[config.mk]
export PLATFORM = sky130hd
export DESIGN_NAME = qspi_queue_ctrl
export DESIGN_NICKNAME = d
export VERILOG_FILES = /design/src/rtl/qspi_q_pkg.sv /design/src/rtl/qspi_sdp_ram.sv /design/src/rtl/qspi_byte_shifter.sv /design/src/rtl/qspi_queue_ctrl.sv
export SDC_FILE = /design/constraint.sdc
export NUM_CORES = 1
export LEC_CHECK = 0
export BUFFER_PORTS_ARGS = -buffer_cell sky130_fd_sc_hd__buf_2
export CORE_UTILIZATION = 35
export DETAILED_ROUTE_END_ITERATION = 10
export PLACE_DENSITY = 0.56
export SKIP_CTS_REPAIR_TIMING = 1
export SLEW_MARGIN = 10
export SYNTH_ARGS = -nofsm -noshare
export SYNTH_HDL_FRONTEND = slang
export SYNTH_HIERARCHICAL = 1
export SYNTH_SLANG_ARGS = --single-unit
[constraint.sdc]
create_clock -name clk -period 2.7 [get_ports clk]
set_input_delay 0.405 -clock clk [delete_from_list [all_inputs] [get_ports clk]]
set_output_delay 0.405 -clock clk [all_outputs]
set_load 0.01 [all_outputs]
[src/rtl/qspi_q_pkg.sv]
`timescale 1ns/1ps
package qspi_q_pkg;
  localparam int CS_LINES = 4;
  localparam int BYTE_W   = 8;

  // per-slot command word: [0] keep, [1] long gap, [5:2] chip-select disables
  typedef struct packed {
    logic [CS_LINES-1:0] cs_off;
    logic                alt_gap;
    logic                keep;
  } qcmd_t;

  localparam int CMD_W = $bits(qcmd_t);

  typedef enum logic [2:0] {
    SQ_IDLE,
    SQ_FETCH,
    SQ_START,
    SQ_SHIFT,
    SQ_GAP
  } seq_st_t;
endpackage

[src/rtl/qspi_sdp_ram.sv]
`timescale 1ns/1ps
module qspi_sdp_ram #(
  parameter int W     = 8,
  parameter int DEPTH = 16,
  parameter int AW    = $clog2(DEPTH)
) (
  input  logic          clk,
  input  logic          we,
  input  logic [AW-1:0] waddr,
  input  logic [W-1:0]  wdata,
  input  logic [AW-1:0] raddr,
  output logic [W-1:0]  rdata
);
  logic [W-1:0] mem [DEPTH];

  always_ff @(posedge clk) begin
    if (we) mem[waddr] <= wdata;
    rdata <= mem[raddr];
  end
endmodule

[src/rtl/qspi_byte_shifter.sv]
`timescale 1ns/1ps
module qspi_byte_shifter #(
  parameter int HALF_DIV = 2,
  parameter int BITS     = 8
) (
  input  logic            clk,
  input  logic            rst,
  input  logic            start,
  input  logic [BITS-1:0] tx_byte,
  input  logic            miso,
  output logic            sclk,
  output logic            mosi,
  output logic            busy,
  output logic            done,
  output logic [BITS-1:0] rx_byte
);
  localparam int CW  = (HALF_DIV > 1) ? $clog2(HALF_DIV) : 1;
  localparam int BCW = $clog2(BITS);
  localparam logic [CW-1:0]  DIV_LAST = CW'(HALF_DIV - 1);
  localparam logic [BCW-1:0] BIT_LAST = BCW'(BITS - 1);

  logic [BITS-1:0] sh_tx, sh_rx;
  logic [BCW-1:0]  bitcnt;
  logic [CW-1:0]   divcnt;
  logic            sclk_q, busy_q, done_q;

  always_ff @(posedge clk) begin
    if (rst) begin
      sh_tx  <= '0;
      sh_rx  <= '0;
      bitcnt <= '0;
      divcnt <= '0;
      sclk_q <= 1'b0;
      busy_q <= 1'b0;
      done_q <= 1'b0;
    end else begin
      done_q <= 1'b0;
      if (start) begin
        sh_tx  <= tx_byte;
        bitcnt <= '0;
        divcnt <= '0;
        sclk_q <= 1'b0;
        busy_q <= 1'b1;
      end else if (busy_q) begin
        if (divcnt == DIV_LAST) begin
          divcnt <= '0;
          if (!sclk_q) begin
            sclk_q <= 1'b1;
            sh_rx  <= {sh_rx[BITS-2:0], miso};
          end else begin
            sclk_q <= 1'b0;
            sh_tx  <= {sh_tx[BITS-2:0], 1'b0};
            bitcnt <= bitcnt + 1'b1;
            if (bitcnt == BIT_LAST) begin
              busy_q <= 1'b0;
              done_q <= 1'b1;
            end
          end
        end else begin
          divcnt <= divcnt + 1'b1;
        end
      end
    end
  end

  assign sclk    = sclk_q;
  assign mosi    = sh_tx[BITS-1];
  assign busy    = busy_q;
  assign done    = done_q;
  assign rx_byte = sh_rx;

  // the serial clock rests low outside a byte
  assert_sclk_idle_R2: assert property (@(posedge clk) disable iff (rst)
    !busy_q |-> !sclk_q);

  // a clock edge only after a full phase count
  assert_sclk_phase_R2: assert property (@(posedge clk) disable iff (rst)
    (busy_q && (sclk_q != $past(sclk_q))) |-> ($past(divcnt) == DIV_LAST));
endmodule

[src/rtl/qspi_queue_ctrl.sv]
`timescale 1ns/1ps
module qspi_queue_ctrl
  import qspi_q_pkg::*;
#(
  parameter int DEPTH    = 16,
  parameter int HALF_DIV = 2,
  parameter int GAP_LONG = 4,
  parameter int AW       = 8
) (
  input  logic                clk,
  input  logic                rst,
  input  logic                bus_wr,
  input  logic [AW-1:0]       bus_addr,
  input  logic [BYTE_W-1:0]   bus_wdata,
  output logic [BYTE_W-1:0]   bus_rdata,
  output logic                spi_sclk,
  output logic                spi_mosi,
  input  logic                spi_miso,
  output logic [CS_LINES-1:0] spi_cs_n
);
  localparam int QW       = $clog2(DEPTH);
  localparam int RX_BASE  = 2 * DEPTH;
  localparam int CMD_BASE = 4 * DEPTH;
  localparam int REG_BASE = 5 * DEPTH;
  localparam logic [AW-1:0] A_CTRL  = AW'(REG_BASE);
  localparam logic [AW-1:0] A_STAT  = AW'(REG_BASE + 1);
  localparam logic [AW-1:0] A_FIRST = AW'(REG_BASE + 2);
  localparam logic [AW-1:0] A_LAST  = AW'(REG_BASE + 3);
  localparam logic [AW-1:0] A_LOCK  = AW'(REG_BASE + 4);
  localparam int GCW = $clog2(GAP_LONG + 1);
  localparam logic [GCW-1:0] GAP_END = GCW'(GAP_LONG - 1);

  // address decode
  logic in_tx, in_rx, in_cmd;
  assign in_tx  = int'(bus_addr) < RX_BASE;
  assign in_rx  = (int'(bus_addr) >= RX_BASE) && (int'(bus_addr) < CMD_BASE);
  assign in_cmd = (int'(bus_addr) >= CMD_BASE) && (int'(bus_addr) < REG_BASE);

  seq_st_t       state;
  logic [QW-1:0] ptr_q, first_q, last_q;
  logic          run_q, hold_q, fin_q, lock_q;
  logic          cs_act_q, cur_keep, cur_alt;
  logic [CS_LINES-1:0] cs_n_q;
  logic [GCW-1:0] gcnt;

  logic tx_we, cmd_we, rx_we;
  logic [BYTE_W-1:0] tx_rd, rx_rd, sh_rx;
  logic [CMD_W-1:0]  cmd_raw;
  qcmd_t             cmd_rd;
  logic sh_start, sh_busy, sh_done, sh_sclk, sh_mosi;
  logic at_last;

  assign tx_we   = bus_wr && in_tx && !bus_addr[0] && !lock_q;
  assign cmd_we  = bus_wr && in_cmd && !lock_q;
  assign cmd_rd  = qcmd_t'(cmd_raw);
  assign sh_start = (state == SQ_START);
  assign at_last  = (ptr_q == last_q);
  assign rx_we    = (state == SQ_SHIFT) && sh_done;

  qspi_sdp_ram #(.W(BYTE_W), .DEPTH(DEPTH)) u_tx_file (
    .clk(clk), .we(tx_we), .waddr(bus_addr[QW:1]), .wdata(bus_wdata),
    .raddr(ptr_q), .rdata(tx_rd));

  qspi_sdp_ram #(.W(CMD_W), .DEPTH(DEPTH)) u_cmd_file (
    .clk(clk), .we(cmd_we), .waddr(bus_addr[QW-1:0]),
    .wdata(bus_wdata[CMD_W-1:0]), .raddr(ptr_q), .rdata(cmd_raw));

  qspi_sdp_ram #(.W(BYTE_W), .DEPTH(DEPTH)) u_rx_file (
    .clk(clk), .we(rx_we), .waddr(ptr_q), .wdata(sh_rx),
    .raddr(bus_addr[QW:1]), .rdata(rx_rd));

  qspi_byte_shifter #(.HALF_DIV(HALF_DIV), .BITS(BYTE_W)) u_shifter (
    .clk(clk), .rst(rst), .start(sh_start), .tx_byte(tx_rd), .miso(spi_miso),
    .sclk(sh_sclk), .mosi(sh_mosi), .busy(sh_busy), .done(sh_done),
    .rx_byte(sh_rx));

  // sequencer and host registers
  always_ff @(posedge clk) begin
    if (rst) begin
      state    <= SQ_IDLE;
      ptr_q    <= '0;
      first_q  <= '0;
      last_q   <= '0;
      run_q    <= 1'b0;
      hold_q   <= 1'b0;
      fin_q    <= 1'b0;
      lock_q   <= 1'b0;
      cs_act_q <= 1'b0;
      cs_n_q   <= '1;
      cur_keep <= 1'b0;
      cur_alt  <= 1'b0;
      gcnt     <= '0;
    end else begin
      if (bus_wr && !run_q) begin
        if (bus_addr == A_CTRL) begin
          hold_q <= bus_wdata[1];
          if (bus_wdata[0]) begin
            run_q <= 1'b1;
            ptr_q <= first_q;
            state <= SQ_FETCH;
          end
        end
        if (bus_addr == A_FIRST) first_q <= bus_wdata[QW-1:0];
        if (bus_addr == A_LAST)  last_q  <= bus_wdata[QW-1:0];
      end
      if (bus_wr && bus_addr == A_STAT && !bus_wdata[0]) fin_q <= 1'b0;
      if (bus_wr && bus_addr == A_LOCK) lock_q <= bus_wdata[0];

      case (state)
        SQ_FETCH: state <= SQ_START;
        SQ_START: begin
          cur_keep <= cmd_rd.keep;
          cur_alt  <= cmd_rd.alt_gap;
          cs_act_q <= 1'b1;
          cs_n_q   <= cmd_rd.cs_off;
          state    <= SQ_SHIFT;
        end
        SQ_SHIFT: begin
          if (sh_done) begin
            if (!cur_keep && !(at_last && hold_q)) begin
              cs_act_q <= 1'b0;
              cs_n_q   <= '1;
            end
            if (at_last) begin
              state <= SQ_IDLE;
              run_q <= 1'b0;
              fin_q <= 1'b1;
            end else begin
              ptr_q <= ptr_q + 1'b1;
              gcnt  <= '0;
              state <= cur_alt ? SQ_GAP : SQ_FETCH;
            end
          end
        end
        SQ_GAP: begin
          if (gcnt == GAP_END) state <= SQ_FETCH;
          else gcnt <= gcnt + 1'b1;
        end
        default: ;
      endcase
    end
  end

  // read path, one cycle latency
  logic              rx_sel_q;
  logic [BYTE_W-1:0] misc_q;
  always_ff @(posedge clk) begin
    if (rst) begin
      rx_sel_q <= 1'b0;
      misc_q   <= '0;
    end else begin
      rx_sel_q <= in_rx && bus_addr[0];
      if (bus_addr == A_CTRL)       misc_q <= {6'b0, hold_q, run_q};
      else if (bus_addr == A_STAT)  misc_q <= {7'b0, fin_q};
      else if (bus_addr == A_FIRST) misc_q <= BYTE_W'(first_q);
      else if (bus_addr == A_LAST)  misc_q <= BYTE_W'(last_q);
      else if (bus_addr == A_LOCK)  misc_q <= {7'b0, lock_q};
      else                          misc_q <= '0;
    end
  end

  assign bus_rdata = rx_sel_q ? rx_rd : misc_q;
  assign spi_sclk  = sh_sclk;
  assign spi_mosi  = sh_mosi;
  assign spi_cs_n  = cs_n_q;

  // a byte only moves while chip select is held active
  assert_shift_in_cs_R5: assert property (@(posedge clk) disable iff (rst)
    sh_busy |-> cs_act_q);

  // end of run and completion flag go together
  assert_fin_on_stop_R8: assert property (@(posedge clk) disable iff (rst)
    $fell(run_q) |-> fin_q);

  // no serial activity without a run
  assert_quiet_idle_R8: assert property (@(posedge clk) disable iff (rst)
    !run_q |-> !sh_busy);

  // control writes during a run leave the hold bit alone
  assert_ctrl_locked_R9: assert property (@(posedge clk) disable iff (rst)
    (run_q && bus_wr && bus_addr == A_CTRL) |=> (hold_q == $past(hold_q)));

  // pointer writes during a run leave the last pointer alone
  assert_ptr_locked_R9: assert property (@(posedge clk) disable iff (rst)
    (run_q && bus_wr && bus_addr == A_LAST) |=> (last_q == $past(last_q)));
endmodule

* Word-level counts from Yosys, hierarchy flattened
Memories as Yosys holds them, arrays and structs flattened. A register that Yosys moved wholly into a read port is not among the register bits. Cells that the tools add are included. W data, S select, Z words.
Cells by class: $add $sub $neg 4, multiply operators 0, div/mod/pow operators 0, magnitude comparators 5, equal/unequal tests 16, shift operators 0, mux-type cells 55, bitwise gates (word level) 4, reductions and logical operators 39
Operators with widths (count):
- $eq A8 B7 Y1 const B | 5
- $mux W4 | 10
- $mux W8 | 5
- $mux W3 | 10
- $mux W1 | 25
- $lt A8 B7 Y1 const B | 2
- $logic_and A1 B1 Y1 | 15
- $pmux W3 S4 | 1
- $reduce_bool A2 Y1 | 5
- $reduce_or A5 Y1 | 2
- $eq A3 B2 Y1 const B | 3
- $reduce_and A3 Y1 | 3
- $ge A8 B6 Y1 const B | 1
- $ge A8 B7 Y1 const B | 1
- $lt A8 B6 Y1 const B | 1
- $pmux W4 S2 | 1
- $reduce_and A2 Y1 | 4
- $reduce_and A4 Y1 | 2
- $add A3 B1 Y3 const B | 2
- $eq A3 B3 Y1 const B | 2
- $logic_not A1 Y1 | 6
- $pmux W3 S2 | 1
- $add A4 B1 Y4 const B | 1
- $eq A4 B4 Y1 | 1
- 8 further kinds | 14
Word-level totals: register bits 60, bits in latches 0, memory bits (writable) 352, ROM bits 0, bits of input ports 20, output and inout port bits 14, logic and storage cells 149, memories 3
Memories:
- u_rx_file.mem | depth 16, bits a word 8, rd ports 1, clocked after Yosys merged registers in 1, write ports 1, line qspi_sdp_ram.sv:14 | logic [W-1:0] mem [DEPTH];
- u_tx_file.mem | depth 16, bits a word 8, rd ports 1, clocked after Yosys merged registers in 1, write ports 1, line qspi_sdp_ram.sv:14
- u_cmd_file.mem | depth 16, bits a word 6, rd ports 1, clocked after Yosys merged registers in 1, write ports 1, line qspi_sdp_ram.sv:14

* Logic depth before layout (Yosys ltp)
word-level depth 7, mapped depth 9

* Modules after synthesis
Netlist, hierarchy kept.
By module, submodules not included:
- qspi_sdp_ram at u_rx_file ... | times used 2, cells each 229, area an instance 5147.4 µm²
- qspi_sdp_ram at u_cmd_file | times used 1, cells each 178, area an instance 3895.0 µm²
- qspi_queue_ctrl | times used 1, cells each 204, area an instance 1745.4 µm²
- qspi_byte_shifter | times used 1, cells each 102, area an instance 1012.2 µm²

* Worst setup path before layout
OpenSTA, ideal clock, no wires.
path type input -> register, from input bus_addr[0], to memory u_tx_file.mem[0][0], enable pin, library setup time 383 ps, arrival 2144 ps, data required time 2317 ps, slack 173 ps, stages on the path 4, cells stage by stage buf_1 -> nor4_1 -> or3b_2 -> nor3_1
On the way: cells in the longest elaborated chain, start to end 6
RTL lines:
- start, declared | line qspi_queue_ctrl.sv:13 | input logic [AW-1:0] bus_addr,
- $lt A8 B6 Y1 | line qspi_queue_ctrl.sv:35 | assign in_tx = int'(bus_addr) < RX_BASE;
- $logic_and A1 B1 Y1 | line qspi_queue_ctrl.sv:53 | assign tx_we = bus_wr && in_tx && !bus_addr[0] && !lock_q;
- $logic_and A1 B1 Y1 * (2 in a row) | line qspi_queue_ctrl.sv:53
- net tx_we | line qspi_queue_ctrl.sv:46 | logic tx_we, cmd_we, rx_we;
- $mux W1 * | line qspi_sdp_ram.sv:17 | if (we) mem[waddr] <= wdata;
- $mux W1 (not written as such) * | line qspi_sdp_ram.sv:17
- end, declared | line qspi_sdp_ram.sv:14
Mark *: on every way through the listed nets, which the timed path passes. The rest lies on a longest branch.

* Worst setup path in the final report
from register rx_sel_q, to output bus_rdata[2]
On the way: cells in the longest elaborated chain, start to end 1
RTL lines:
- start, declared | line qspi_queue_ctrl.sv:145 | logic rx_sel_q;
- start signal, assigned | line qspi_queue_ctrl.sv:152 | rx_sel_q <= in_rx && bus_addr[0];
- $mux W8 | line qspi_queue_ctrl.sv:162 | assign bus_rdata = rx_sel_q ? rx_rd : misc_q;
- end, declared | line qspi_queue_ctrl.sv:15 | output logic [BYTE_W-1:0] bus_rdata,
Every way passes these cells.

==> impl_results.md <==
* Die width at 222.1 um
* First-pass DRT Iterations at 5
* Switching pwr at 3024 uW
* Top_reg_cell synth: sky130_fd_sc_hd__edfxtp_1
* List of cells traversed by the critical path: mux2_2 -> buf_2
* Switching Share at 0.2140
* Worst Hold Slack at 0.1077 ns
* Met2 track utilization from global routing at 0.2355
* Total count of max-transition violations in the final report at 0
* Root Buffer: sky130_fd_sc_hd__clkbuf_16
* Reg-to-reg startpoint: state[1]
* Internal Pwr Total at 11,110 uW
* Post-Layout Inst Area at 19,630 um2
* Number of nets with antenna violations after routing at 0
* WP data arrival at 1.70 ns
* Outcome: complete, no violations
* Worst path slowest cell: sky130_fd_sc_hd__dfxtp_1
* Global routing met1 resource utilization at 0.2068
* GR Util met3 at 0.02452
* Data required time at the worst endpoint at 2.30 ns
* Power Dens Cells at 720.0 nW/um2
* Mean instance size in the synthesized netlist at 17.99 um2
* Sequential Area at 12,140 um2
* Most congested layer reported by global routing: met2
* Via count at 8,728
* Effective utilization at floorplan at 0.3550
* HPWL reported at the end of detailed placement at 22,490 um
* Vias per Instance at 5.122
* Part of the Yosys area used for sequential elements at 0.7158
* Type of element capturing the critical path: primary output
* Library cells used by synthesis at 58
* Maximum number of pins on one net before global-route repair at 60
* Layout fillers at 4,274
* Placed cell area at 18,170 um2
* Biggest fanout along the worst timing path at 8
* Summed negative setup slack over all endpoints at 0 ns
* Number of antenna diodes at 0
* Routed wirelength normalized by instance count at 21.03 um
* Post-synthesis cell count at 942
* Final net count at 1,077
* Flip-flop and latch count after synthesis at 430
* Worst hold path class: in2reg
* Core box area at 47,750 um2
* Total track usage at 0.1478
* Total gr overflow at 0
* Type of the worst setup path: reg2out
* Clk buf depth at 3
* Clock insertion delay at the later pin of the skew report at 0.58 ns
* Crit path from: rx_sel_q
* Lkg Pwr at 0.006565 uW
* Count of clock tree sinks at 430
* Most repeated cell in the gate-level netlist after synthesis: sky130_fd_sc_hd__edfxtp_1
* Starting DRC count in detailed routing at 668
* # setup viols final at 0
* Combinational Power Share at 0.053
* Post-layout min period at 2.104 ns
* Clock-pin transition on the worst setup and hold timing paths at 0.06 ns
* Most area-hungry cell type in the Yosys netlist: sky130_fd_sc_hd__edfxtp_1
* Syn Std Cell Area at 16,950 um2
* Net count of the mapped netlist at 967
* Via count of the first global-routing pass at 8,786
* Final design utilization at 0.4111
* Share of power burned in the clock network at 0.428
* Multi-input gate area at 4446 um2
* RSZ-0062 raised after global routing: no
* Proportion of layout cells with a drive suffix above 1 at 0.2287
* Y dimension of the die at 222.1 um
* Post-Route Skew at 0.02270 ns
* Kind of start point of the critical path: flip-flop
* TritonCTS clock tree: yes
* Io pins at 34
* Antenna violations before repair at 1
* Number of failing hold endpoints at the final stage at 0
* Total length of routed wires at 35,840 um
* Global-route wire length before repair at 54,530 um
* DRC violations left at 0
* Synthesis warning total at 6
* Top cells by instance count after synthesis: sky130_fd_sc_hd__edfxtp_1 (352), sky130_fd_sc_hd__nor2_1 (87), sky130_fd_sc_hd__dfxtp_1 (78)
* Maximum single-stage delay on the critical path at 0.56 ns
* Number of cell rows at 80
* Synth top area share at 0.6237
* Clock buffer count from CTS at 45
* Period Utilization, post-route at 0.7793
* Largest cells by area after synthesis: sky130_fd_sc_hd__edfxtp_1 (62%), sky130_fd_sc_hd__dfxtp_1 (9.2%), sky130_fd_sc_hd__mux4_2 (6.4%)
* Fmax at 475.3 MHz
* Post-synthesis to final-layout area growth at 15.81%
* Max-Slew Margin vs Limit at 0.5073
* Gpl congestion at 0.7630
* Number of enable-type register cells in the synthesized netlist at 352
* Worst Min Path Start: spi_miso
* H-tree lvl count at 2
* Die ar. at 49,310 um2
* Share of synthesized flip-flops with an asynchronous set or reset at 0
* Register share of total power at 0.519
* Maximum vdd drop at 644.7 uV
* Buffers on Ports at 33
* Transition time at the pin with the least slew margin at 0.7390 ns
* Max capacitance violation total at 0
power by group through the flow:
stage / Sequential (uW) / Clock [uW] / Combinational, uW
after floorplan: 7460 / 0 / 515
after global placement: 7470 / 0 / 748
after detailed placement: 7470 / 0 / 762
after CTS: 7340 / 6200 / 766
after global routing: 7350 / 6450 / 829
final: 7340 / 6050 / 748
kinds of logic after synthesis:
family | after synthesis | synth area share
compound gates | 93 | 0.04275
fa+ha+maj | 5 | 0.003691
mux | 113 | 0.1409
flops | 430 | 0.7158
buf+inv | 54 | 0.02185
simple gates | 238 | 0.07036
xor+xnor | 9 | 0.004651
routing by layer:
metal  vias up  routed length, um
met5         -                  0
met1      4483              16040
met2       213              17150
li1       3982                  -
met3        50               1932
met4         0                724
path summary, 6_finish.rpt:
path / slack [ns] / to / depth (start not counted)
setup / recovery: 0.60 / bus_rdata[2] / 2
hold / removal: 0.11 / u_shifter/rx_byte[0] / 3
setup reg to reg: 0.63 / u_rx_file/mem[0][0] / 4
hold reg to reg: 0.44 / cur_keep / 2
cells in the final DEF, fill, tap and decap left out, drive strengths merged, types with 11 or more instances in the layout:
cell type,n
mux2i,21
a22oi,45
dfxtp,78
nand2,54
clkbuf,76
inv,12
nand2b,11
mux4,88
nor3,22
buf,106
a21oi,26
edfxtp,352
nor2,87
critical path, delay by kind of cell (launching register included):
kind	cells	cell delay, ns
flops	1	0.56
mux	1	0.42
buf+inv	1	0.15
flip-flops by register name, summed over array words and instances (netlist names), 3 cells and up:
register           flops
first_q                4
ptr_q                  4
u_shifter/bitcnt       3
u_shifter/rx_byte      8
u_rx_file/mem        128
gcnt                   3
last_q                 4
u_tx_file/rdata        8
spi_cs_n               4
u_tx_file/mem        128
state                  3
u_rx_file/rdata        8
misc_q                 4
u_shifter/sh_tx        8
u_cmd_file/mem        96
u_cmd_file/rdata       6
stage by stage:
| stage | cells | setup WS [ns] | total power (uW) |
|---|---|---|---|
| 6_report | 1704 | 0.5959 | 14130 |
| 5_1_grt | 1704 | 0.5126 | 14620 |
| 4_1_cts | 1704 | 0.5384 | 14300 |
| 3_5_place_dp | 1620 | 0.3641 | 8236 |
| 3_3_place_gp | 1620 | 0.4161 | 8219 |
| 2_1_floorplan | 942 | 0.1730 | 7980 |
layout make-up:
type | instances | area share
sequential | 430 | 0.6183
multi-input combinational | 458 | 0.2265
clock buffer | 76 | 0.06980
timing repair buffer | 106 | 0.03952
tap | 615 | 0.03920
clock inverter | 8 | 0.004526
inverter | 11 | 0.002104
No activity file was read; power rests on OpenSTA's default activity.
